<file path="src/rtl/fsg_pkg.sv">
package fsg_pkg;
    localparam int OP_W = 3;

    typedef enum logic [2:0] {
        ST_IDLE  = 3'd0,
        ST_PROG  = 3'd1,
        ST_EWIN  = 3'd2,
        ST_ERASE = 3'd3,
        ST_SUSP  = 3'd4,
        ST_ERR   = 3'd5
    } fsg_state_e;

    localparam logic [OP_W-1:0] OPC_IDLE  = 3'd0;
    localparam logic [OP_W-1:0] OPC_PROG  = 3'd1;
    localparam logic [OP_W-1:0] OPC_EWIN  = 3'd2;
    localparam logic [OP_W-1:0] OPC_ERASE = 3'd3;
    localparam logic [OP_W-1:0] OPC_SUSP  = 3'd4;

    // Bit positions inside the status word
    localparam int POS_POLL  = 7;
    localparam int POS_TOG   = 6;
    localparam int POS_FAIL  = 5;
    localparam int POS_TIMER = 3;
    localparam int POS_ALT   = 2;

    localparam int NUM_TOG = 2;
    localparam int TOG_ANY = 0;
    localparam int TOG_SEL = 1;
endpackage

</file>
<file path="src/rtl/fsg_ctrl.sv">
module fsg_ctrl
    import fsg_pkg::*;
(
    input  logic            clk,
    input  logic            rst_n,
    input  logic [OP_W-1:0] op_state,
    input  logic            fail_evt,
    input  logic            reset_cmd,
    output fsg_state_e      st,
    output logic            err_erase,
    output logic            start
);
    fsg_state_e st_q;
    fsg_state_e st_nx;
    fsg_state_e op_dec;
    logic       err_erase_q;

    always_comb begin
        unique case (op_state)
            OPC_PROG:  op_dec = ST_PROG;
            OPC_EWIN:  op_dec = ST_EWIN;
            OPC_ERASE: op_dec = ST_ERASE;
            OPC_SUSP:  op_dec = ST_SUSP;
            default:   op_dec = ST_IDLE;
        endcase
    end

    always_comb begin
        st_nx = st_q;
        unique case (st_q)
            ST_ERR: begin
                if (reset_cmd) st_nx = ST_IDLE;
            end
            ST_PROG, ST_EWIN, ST_ERASE: begin
                if (fail_evt) st_nx = ST_ERR;
                else          st_nx = op_dec;
            end
            default: st_nx = op_dec;
        endcase
    end

    always_ff @(posedge clk or negedge rst_n) begin
        if (!rst_n) begin
            st_q        <= ST_IDLE;
            err_erase_q <= 1'b0;
        end else begin
            st_q <= st_nx;
            if (st_q != ST_ERR && st_nx == ST_ERR)
                err_erase_q <= (st_q != ST_PROG);
        end
    end

    always_comb begin
        st        = st_q;
        err_erase = err_erase_q;
        start     = ((st_q == ST_IDLE) &&
                     (st_nx == ST_PROG || st_nx == ST_EWIN || st_nx == ST_ERASE)) ||
                    ((st_q == ST_SUSP) && (st_nx == ST_PROG));
    end
endmodule

</file>
<file path="src/rtl/fsg_toggle.sv">
module fsg_toggle (
    input  logic clk,
    input  logic rst_n,
    input  logic clr,
    input  logic adv,
    output logic q
);
    logic q_r;

    always_ff @(posedge clk or negedge rst_n) begin
        if (!rst_n)   q_r <= 1'b0;
        else if (clr) q_r <= 1'b0;
        else if (adv) q_r <= ~q_r;
    end

    assign q = q_r;
endmodule

</file>
<file path="src/rtl/fsg_pack.sv">
module fsg_pack
    import fsg_pkg::*;
#(
    parameter int DW = 8
) (
    input  fsg_state_e    st,
    input  logic          err_erase,
    input  logic          tog_any,
    input  logic          tog_sel,
    input  logic          pend_d7,
    input  logic          addr_in_erase,
    output logic [DW-1:0] status,
    output logic          show_status
);
    always_comb begin
        status      = '0;
        show_status = 1'b1;
        unique case (st)
            ST_IDLE: begin
                show_status = 1'b0;
            end
            ST_PROG: begin
                status[POS_POLL] = ~pend_d7;
                status[POS_TOG]  = tog_any;
            end
            ST_EWIN: begin
                status[POS_TOG] = tog_any;
                status[POS_ALT] = tog_sel;
            end
            ST_ERASE: begin
                status[POS_TOG]   = tog_any;
                status[POS_TIMER] = 1'b1;
                status[POS_ALT]   = tog_sel;
            end
            ST_SUSP: begin
                show_status = addr_in_erase;
                if (addr_in_erase) begin
                    status[POS_POLL] = 1'b1;
                    status[POS_TOG]  = tog_any;
                    status[POS_ALT]  = tog_sel;
                end
            end
            ST_ERR: begin
                status[POS_TOG]  = tog_any;
                status[POS_FAIL] = 1'b1;
                if (err_erase) begin
                    status[POS_TIMER] = 1'b1;
                    status[POS_ALT]   = tog_sel;
                end else begin
                    status[POS_POLL] = ~pend_d7;
                end
            end
            default: begin
                show_status = 1'b0;
            end
        endcase
    end
endmodule

</file>
<file path="src/rtl/flash_status_gen.sv">
module flash_status_gen
    import fsg_pkg::*;
#(
    parameter int DW = 8
) (
    input  logic            clk,
    input  logic            rst_n,
    input  logic [OP_W-1:0] op_state,
    input  logic            fail_evt,
    input  logic            reset_cmd,
    input  logic            rd_stb,
    input  logic            addr_in_erase,
    input  logic            blk_failed,
    input  logic            pend_d7,
    output logic [DW-1:0]   status,
    output logic            show_status
);
    fsg_state_e         st_q;
    logic               err_erase;
    logic               op_start;
    logic [NUM_TOG-1:0] tog_adv;
    logic [NUM_TOG-1:0] tog_q;
    logic               busy_any;
    logic               sel_qual;

    fsg_ctrl u_ctrl (
        .clk       (clk),
        .rst_n     (rst_n),
        .op_state  (op_state),
        .fail_evt  (fail_evt),
        .reset_cmd (reset_cmd),
        .st        (st_q),
        .err_erase (err_erase),
        .start     (op_start)
    );

    always_comb begin
        busy_any = (st_q == ST_PROG) || (st_q == ST_EWIN) ||
                   (st_q == ST_ERASE) || (st_q == ST_ERR);
        sel_qual = ((st_q == ST_EWIN || st_q == ST_ERASE || st_q == ST_SUSP) && addr_in_erase) ||
                   ((st_q == ST_ERR) && err_erase && blk_failed);
        tog_adv[TOG_ANY] = rd_stb && busy_any;
        tog_adv[TOG_SEL] = rd_stb && sel_qual;
    end

    for (genvar gi = 0; gi < NUM_TOG; gi++) begin : g_tog
        fsg_toggle u_tog (
            .clk   (clk),
            .rst_n (rst_n),
            .clr   (op_start),
            .adv   (tog_adv[gi]),
            .q     (tog_q[gi])
        );
    end

    fsg_pack #(.DW(DW)) u_pack (
        .st            (st_q),
        .err_erase     (err_erase),
        .tog_any       (tog_q[TOG_ANY]),
        .tog_sel       (tog_q[TOG_SEL]),
        .pend_d7       (pend_d7),
        .addr_in_erase (addr_in_erase),
        .status        (status),
        .show_status   (show_status)
    );
endmodule

</file>
<file path="config.mk">
export PLATFORM = sky130hd
export DESIGN_NAME = flash_status_gen
export DESIGN_NICKNAME = d
export VERILOG_FILES = /design/src/rtl/fsg_pkg.sv /design/src/rtl/fsg_ctrl.sv /design/src/rtl/fsg_toggle.sv /design/src/rtl/fsg_pack.sv /design/src/rtl/flash_status_gen.sv
export SDC_FILE = /design/constraint.sdc
export NUM_CORES = 1
export LEC_CHECK = 0
export ABC_AREA = 1
export BUFFER_PORTS_ARGS = -buffer_cell sky130_fd_sc_hd__buf_2
export CORE_MARGIN = 2
export CORE_UTILIZATION = 23
export CTS_BUF_LIST = sky130_fd_sc_hd__clkbuf_16
export DETAILED_ROUTE_END_ITERATION = 10
export PLACE_DENSITY = 0.44
export SYNTH_ARGS = -nofsm -noshare
export SYNTH_HDL_FRONTEND = slang
export SYNTH_SLANG_ARGS = --single-unit
</file>
<file path="constraint.sdc">
create_clock -name clk -period 3.4 [get_ports clk]
set_input_delay 0.68 -clock clk [delete_from_list [all_inputs] [get_ports clk]]
set_output_delay 0.68 -clock clk [all_outputs]
set_load 0.005 [all_outputs]
</file>
==> results of run 1 <==
[worst min-delay path by stage]
| stage | from | endpoint | cells after the start |
|---|---|---|---|
| 4_1_cts | rst_n | u_ctrl.st[1] | 1 |
| 3_5_place_dp | rst_n | g_tog[1].u_tog.q | 1 |
| 2_1_floorplan | rst_n | g_tog[0].u_tog.q | 0 |
| 3_3_place_gp | rst_n | g_tog[1].u_tog.q | 1 |
| 5_1_grt | rst_n | u_ctrl.st[1] | 1 |
| 6_report | rst_n | g_tog[1].u_tog.q | 1 |
[final cells by class]
class	count	area (µm²)	area share, %
clock buffers	3	75.07	9.693
repair buffers	16	80.08	10.34
flip-flops and latches	6	150.1	19.39
well taps	30	37.54	4.847
multi-input cells	66	374.1	48.30
inverters	14	57.56	7.431
[Yosys cell counts (all sizes together)]
library cell	count
inv	13
xor2	1
o21ai	4
a21boi	1
nand3	9
conb	1
clkinv	1
buf	4
nor2	11
ha	2
nand4	1
a21oi	4
nand2	30
dfrtp	6
[layer usage]
layer,vias up,share of wire [%],GRT usage [%]
met5,-,0,0
li1,299,-,-
met2,9,49,15.48
met1,257,44,10.98
met3,4,3.7,2.108
met4,0,2.8,7.317
[state kept, by name (all words and copies together) (netlist names)]
register          cells
g_tog.u_tog.q         2
u_ctrl.err_erase      1
u_ctrl.st             3
[through the flow]
step | cells | hold slack (ns) | total power, µW | instance area, µm²
floorplan | 90 | 0.3844 | 393.6 | 615.6
global placement | 132 | 0.5084 | 468.1 | 699.4
detailed placement | 132 | 0.5096 | 466.3 | 699.4
CTS | 135 | 0.2711 | 658.8 | 774.5
global route | 135 | 0.2793 | 703.2 | 774.5
finish | 135 | 0.2671 | 648.7 | 774.5
[cells by family after synthesis]
logic type | share of synthesized area [%]
compound gates | 10.91
buf+inv | 15.02
flops | 24.69
simple gates | 43.21
other cells | 0.6167
fa+ha+maj | 4.115
xor+xnor | 1.441
[power groups by stage]
stage	combinational [µW]	sequential, µW	clock (µW)
floorplan	269	125	0
global placement	321	147	0
CTS	321	146	192
finish	314	146	189
detailed placement	319	147	0
global route	356	152	195
[worst max-delay path, cell delays in order (launching register included)]
cell and delay [ns]:
dfrtp_1 0.57, clkinv_4 0.15, ha_1 0.20, inv_1 0.06
nand3_1 0.07, nand2_1 0.06, inv_1 0.03, buf_2 0.11
==> metrics, run 1 <==
row count 18; unrepaired setup endpoints after global routing false; setup bufs post-CTS 0; kind of start point of the critical path register; maximum count of clock buffers along a single path 2; number of nets still failing antenna checks after routing 0; leakage 0.0004317 µW; Sequential Power Share 22.6%; post-layout worst setup margin 1.234 ns; worst reg2reg path endpoint u_ctrl.err_erase; count of cell types in the netlist 25; fraction of the core area covered by cells at the end of the flow 30.98%; reg2reg path depth 9; Total Routing Usage GR 9.616%; worst clock skew 0.0004783 ns; number of antenna violations at the first check in global routing 0; kind of end point of the critical path output pin; final setup violating endpoints 0; largest net degree at the start of global routing 11; antenna diode count 0; launch instance of the worst register-to-register path u_ctrl.st[2]; number of buffers inserted by hold repair at cts 0; maximum fanout along the worst path 10; Clock Power Share 29.1%; Tcrit/Tclk final 63.70%; commonest non-fill, non-tap cell in the layout nand2_1; launching element of the worst setup path u_ctrl.st[2]; portion of the post-synthesis area used by sequential elements 24.69%; share of post-route cells with drive strength above 1 38.10%; largest area contributor in the synthesized netlist dfrtp_1; number of sinks driven by the clock tree 6; CTS tree done; net switching power 275.7 µW; area of the mapped netlist 608.1 µm²; kind of path behind the tightest hold check in2async; chip width 55.42 µm; number of top-level design ports 20; # Max-Cap Violations 0; internal power summed over all cells 373.0 µW; post-DR wirelength/cell 9.778 µm; top library cells by usage in the layout, fill and taps aside nand2_1, buf_2, inv_1; Area contributors post-synth dfrtp_1, nand2_1, inv_1; post-place setup slack 1.444 ns; total power density per cell area 837.6 mW/mm²; post-synthesis to final-layout area growth 27.37%; wire length of the first global-routing pass 2311 µm; worst-case vdd ir drop 0.2770 mV; Initial Utilization 24.32%; clock slew at reported path FFs 0.03 ns; number of global-route vias before repair 560; final number of max-transition violations 0; Post-Synthesis Mean Instance Area 6.910 µm²; result of the run finished clean; overall die height 55.42 µm; floorplan die area 0.003071 mm²; number of gates given a new drive strength after cts 0; routed wire length 1320 µm; number of vias in the routed layout 569; clock latency of the later-clocked register in the worst-skew pair 0.23 ns; category of the critical setup timing path reg2out; DRT iter0 DRCs 15; setup total negative slack 0 ns; total overflow reported by the global router 0; final critical path time including I/O delays and setup 2.166 ns; top cell type's share of synthesized area 24.69%; portion of total power attributed to combinational logic 48.3%; number of port buffers 16; area of the placeable core 0.002500 mm²; Post-route DRC 0; slack of the worst reg-to-reg path 1.93 ns; synthesis warning total 0; capturing element of the worst setup path status[2]; depth of the CTS H-tree 1; top achievable clock speed 461.7 MHz; switching part of the total 42.50%; number of failing hold endpoints at the final stage 0; number of nets at the end of the flow 120; number of iterations in the first detailed-routing pass 4; CP required 2.72 ns; Root Driver clkbuf_16; number of buffers inserted during clock tree synthesis 3; CP Data Arrival Time 1.49 ns; post-detailed-placement half-perimeter wirelength 1144 µm; FILL cells 285; routability-driven placement congestion ratio 0.7879; number of instances in the synthesized netlist 88; average vias per placed instance 4.215; FF+latch count, synth 6
No activity file was read; power rests on OpenSTA's default activity.
==> run 2: changes to the inputs <==
- clock period: 3.4 -> 2.23 ns (I/O delays scaled with it)
==> run 2 against run 1 <==
  * Cell count unchanged
  * Critical endpoint unchanged
  * Global-route usage is 0.19 points lower
  * Via count grew 1.2%
  * Largest cell class unchanged
==> metrics, run 2 (synthesis results as in run 1) <==
leakage 0.0004317 µW; launching element of the worst setup path u_ctrl.st[2]; clock latency of the later-clocked register in the worst-skew pair 0.23 ns; maximum count of clock buffers along a single path 2; kind of start point of the critical path register; top library cells by usage in the layout, fill and taps aside nand2_1, buf_2, inv_1; max reg flops 3; post-detailed-placement half-perimeter wirelength 1128 µm; CP required 1.78 ns; final number of max-transition violations 0; sequence of cells on the critical path clkinv_4 > ha_1 > inv_1 > nand3_1 > nand2_1 > inv_1 > buf_2; Initial Utilization 24.32%; number of vias in the routed layout 576; routability-driven placement congestion ratio 0.8095; total power density per cell area 1275 mW/mm²; final setup violating endpoints 0; antenna diode count 0; number of gates given a new drive strength after cts 0; number of port buffers 16; result of the run finished clean; post-layout worst setup margin 0.2787 ns; total overflow reported by the global router 0; commonest non-fill, non-tap cell in the layout nand2_1; worst clock skew 0.0002274 ns; routed wire length 1313 µm; post-DR wirelength/cell 9.726 µm; Total Routing Usage GR 9.422%; met1 Track Usage GR 11.13%; met2 usage in global routing 15.31%; number of buffers inserted by hold repair at cts 0; top achievable clock speed 512.5 MHz; largest net degree at the start of global routing 11; final critical path time including I/O delays and setup 1.951 ns; count of non-filler cells in the finished layout 135; number of global-route vias before repair 556; number of failing hold endpoints at the final stage 0; post-place setup slack 0.5233 ns; standard cell with the maximum stage delay on the critical path dfrtp_1; Placed Instances 132; setup total negative slack 0 ns; number of iterations in the first detailed-routing pass 2; critical path's most frequent cell inv_1; floorplan die area 0.003071 mm²; Root Driver clkbuf_16; Tcrit/Tclk final 87.50%; met3 usage 2.576%; fraction of the core area covered by cells at the end of the flow 30.98%; Post-route DRC 0; wire length of the first global-routing pass 2318 µm; overall die height 55.42 µm; average vias per placed instance 4.267; maximum fanout along the worst path 10; CTS tree done; category of the critical setup timing path reg2out; row count 18; unrepaired setup endpoints after global routing false; number of antenna violations at the first check in global routing 0; number of buffers inserted during clock tree synthesis 3; CP Data Arrival Time 1.51 ns; # Max-Cap Violations 0; setup bufs post-CTS 0; kind of path behind the tightest hold check in2async; worst stage delay on the critical path 0.58 ns; GRT busiest layer met2; DRT iter0 DRCs 1; clock slew at reported path FFs 0.03 ns; number of nets still failing antenna checks after routing 0; area of the placeable core 0.002500 mm²; share of post-route cells with drive strength above 1 38.10%; worst-case vdd ir drop 0.3980 mV; slack of the worst reg-to-reg path 0.75 ns; number of top-level design ports 20; kind of end point of the critical path output pin; depth of the CTS H-tree 1; CP Buf/Inv Count 4; number of sinks driven by the clock tree 6; number of nets at the end of the flow 120; kind of cell adding the most delay to the critical path flip-flops; chip width 55.42 µm; post-synthesis to final-layout area growth 27.37%; worst hold-check slack 0.03449 ns; launch instance of the worst register-to-register path u_ctrl.st[2]
[run 2: cell counts in the layout (fill, tap and decap cells not counted)]
Identical to the previous run, type by type.
[run 2: final timing paths]
check                                        end  cells after the start
worst max register to register  g_tog[1].u_tog.q                     10
min in group clk                    u_ctrl.st[1]                      4
worst min register to register  u_ctrl.err_erase                      2
worst min-delay path            g_tog[0].u_tog.q                      1
max in group asynchronous           u_ctrl.st[0]                      1
worst max-delay path                   status[2]                      7
[run 2: routing by layer]
layer | share of wire (%) | vias up
li1 | - | 303
met1 | 46 | 260
met2 | 49 | 9
met3 | 3.3 | 4
met4 | 1.8 | 0
met5 | 0 | -
[run 2: stage by stage]
step | area, µm² | total power, µW
after floorplan | 615.6 | 600.1
after global placement | 699.4 | 711.3
after detailed placement | 699.4 | 710.1
after CTS | 774.5 | 1003
after global routing | 774.5 | 1081
final | 774.5 | 987.3
[run 2: area by class of cell]
| type | count | area, µm² |
|---|---|---|
| Inverter | 14 | 57.56 |
| Multi-Input combinational cell | 66 | 374.1 |
| Tap cell | 30 | 37.54 |
| Clock buffer | 3 | 75.07 |
| Fill cell | 282 | 1725 |
| Timing Repair Buffer | 16 | 80.08 |
| Sequential cell | 6 | 150.1 |
[run 2: where the power goes]
part           internal (µW)  switching (µW)
sequential               153            68.7
clock                    230            57.4
combinational            186             292
==> run 3: changes to the inputs <==
- BUFFER_PORTS_ARGS: -buffer_cell sky130_fd_sc_hd__buf_2 -> -buffer_cell sky130_fd_sc_hd__clkbuf_2
- PLACE_DENSITY: 0.44 -> default
==> run 3 against run 2 <==
  * Via count is 1.6% higher
  * Wire length increased by 6.9%
  * First-iteration DRC count rose to 15 times the previous value
  * Global-route usage rose by 0.24 points
  * Clock-buffer cell count unchanged
  * Worst setup slack better by 0.0073 ns
  * Sequential power hardly changed
  * Cell count did not move
  * Critical path depth is the same
  * Clock skew rose by 0.0028 ns
  * Critical path type unchanged
==> metrics, run 3 (synthesis results as in run 1) <==
number of nets still failing antenna checks after routing 0; depth of the CTS H-tree 1; critical path's most frequent cell inv_1; leakage 0.0004305 µW; worst reg2reg path endpoint g_tog[1].u_tog.q; final number of max-transition violations 0; reg2reg path depth 9; number of antenna violations at the first check in global routing 0; result of the run finished clean; floorplan die area 0.003071 mm²; number of buffers inserted during clock tree synthesis 3; post-synthesis to final-layout area growth 27.37%; number of nets at the end of the flow 120; antenna diode count 0; chip width 55.42 µm; DRT iter0 DRCs 15; post-layout total power 992.3 µW; clock latency of the later-clocked register in the worst-skew pair 0.23 ns; Post-route DRC 0; max reg flops 3; number of port buffers 16; # Max-Cap Violations 0; worst clock skew 0.003039 ns; launch instance of the worst register-to-register path u_ctrl.st[2]; standard cell with the maximum stage delay on the critical path dfrtp_1; post-DR wirelength/cell 10.40 µm; average vias per placed instance 4.333; multi-input gate area in the final layout 374.1 µm²; final critical path time including I/O delays and setup 1.944 ns; unrepaired setup endpoints after global routing false; routed wire length 1404 µm; post-place setup slack 0.5173 ns; Root Driver clkbuf_16; overall die height 55.42 µm; clock slew at reported path FFs 0.04 ns; number of global-route vias before repair 527; share of post-route cells with drive strength above 1 38.10%; number of sinks driven by the clock tree 6; kind of start point of the critical path register; number of failing hold endpoints at the final stage 0; top library cells by usage in the layout, fill and taps aside nand2_1, clkbuf_2, inv_1; Initial Utilization 24.32%; storage element area 150.1 µm²; total power density per cell area 1281 mW/mm²; Total Routing Usage GR 9.665%; CTS tree done; number of iterations in the first detailed-routing pass 4; CP Data Arrival Time 1.50 ns; wire length of the first global-routing pass 2366 µm; setup total negative slack 0 ns; largest net degree at the start of global routing 11; post-layout worst setup margin 0.2860 ns; worst-case vdd ir drop 0.3607 mV; routability-driven placement congestion ratio 0.8209; fraction of the core area covered by cells at the end of the flow 30.98%; commonest non-fill, non-tap cell in the layout nand2_1; post-detailed-placement half-perimeter wirelength 1215 µm; worst stage delay on the critical path 0.58 ns; setup bufs post-CTS 0; final setup violating endpoints 0; category of the critical setup timing path reg2out; number of buffers inserted by hold repair at cts 0; slack of the worst reg-to-reg path 0.69 ns; kind of path behind the tightest hold check in2async; maximum count of clock buffers along a single path 2; row count 18; total overflow reported by the global router 0; area of the placeable core 0.002500 mm²; kind of end point of the critical path output pin; FILL cells 274; top achievable clock speed 514.4 MHz; number of vias in the routed layout 585; maximum fanout along the worst path 10; number of gates given a new drive strength after cts 0; sequence of cells on the critical path clkinv_4 > ha_1 > inv_1 > nand3_1 > nand2_1 > inv_1 > clkbuf_2; number of top-level design ports 20; Tcrit/Tclk final 87.18%; CP required 1.78 ns
run 3: power breakdown:
part           internal [µW]  leakage (µW)  switching (µW)
sequential               153     0.0000728            70.9
clock                    230     0.0000370            60.1
combinational            185      0.000321             293
run 3: area by class of cell:
| class | instances | share of cell area (%) |
|---|---|---|
| timing repair buffer | 16 | 10.34 |
| clock buffer | 3 | 9.693 |
| tap | 30 | 4.847 |
| multi-input combinational | 66 | 48.30 |
| inverter | 14 | 7.431 |
| sequential | 6 | 19.39 |
run 3: worst max-delay path by stage:
stage	start	to	slack [ns]
3_5_place_dp	u_ctrl.st[2]	status[2]	0.52
5_1_grt	u_ctrl.st[2]	status[2]	0.19
3_3_place_gp	u_ctrl.st[2]	status[2]	0.59
4_1_cts	u_ctrl.st[2]	status[2]	0.27
6_report	u_ctrl.st[2]	status[2]	0.29
2_1_floorplan	u_ctrl.st[1]	status[2]	0.80
run 3: routing by layer:
metal | track usage [%] | share of wire (%)
met1 | 12.55 | 45
met2 | 15.14 | 49
met3 | 2.342 | 5.8
met4 | 4.181 | 0
met5 | 0 | 0
run 3: stage by stage:
stage	hold WS, ns	cells	cell area [µm²]
6_report	0.04100	135	774.5
3_5_place_dp	0.2832	132	699.4
3_3_place_gp	0.2808	132	699.4
4_1_cts	0.04659	135	774.5
2_1_floorplan	0.1504	90	615.6
5_1_grt	0.05449	135	774.5
run 3: critical path, delay by kind of cell (launching register included):
kind	cells	cell delay (ns)
DFF	1	0.58
buffers and inverters	4	0.35
adders and majority gates	1	0.21
and+or+nand+nor	2	0.13
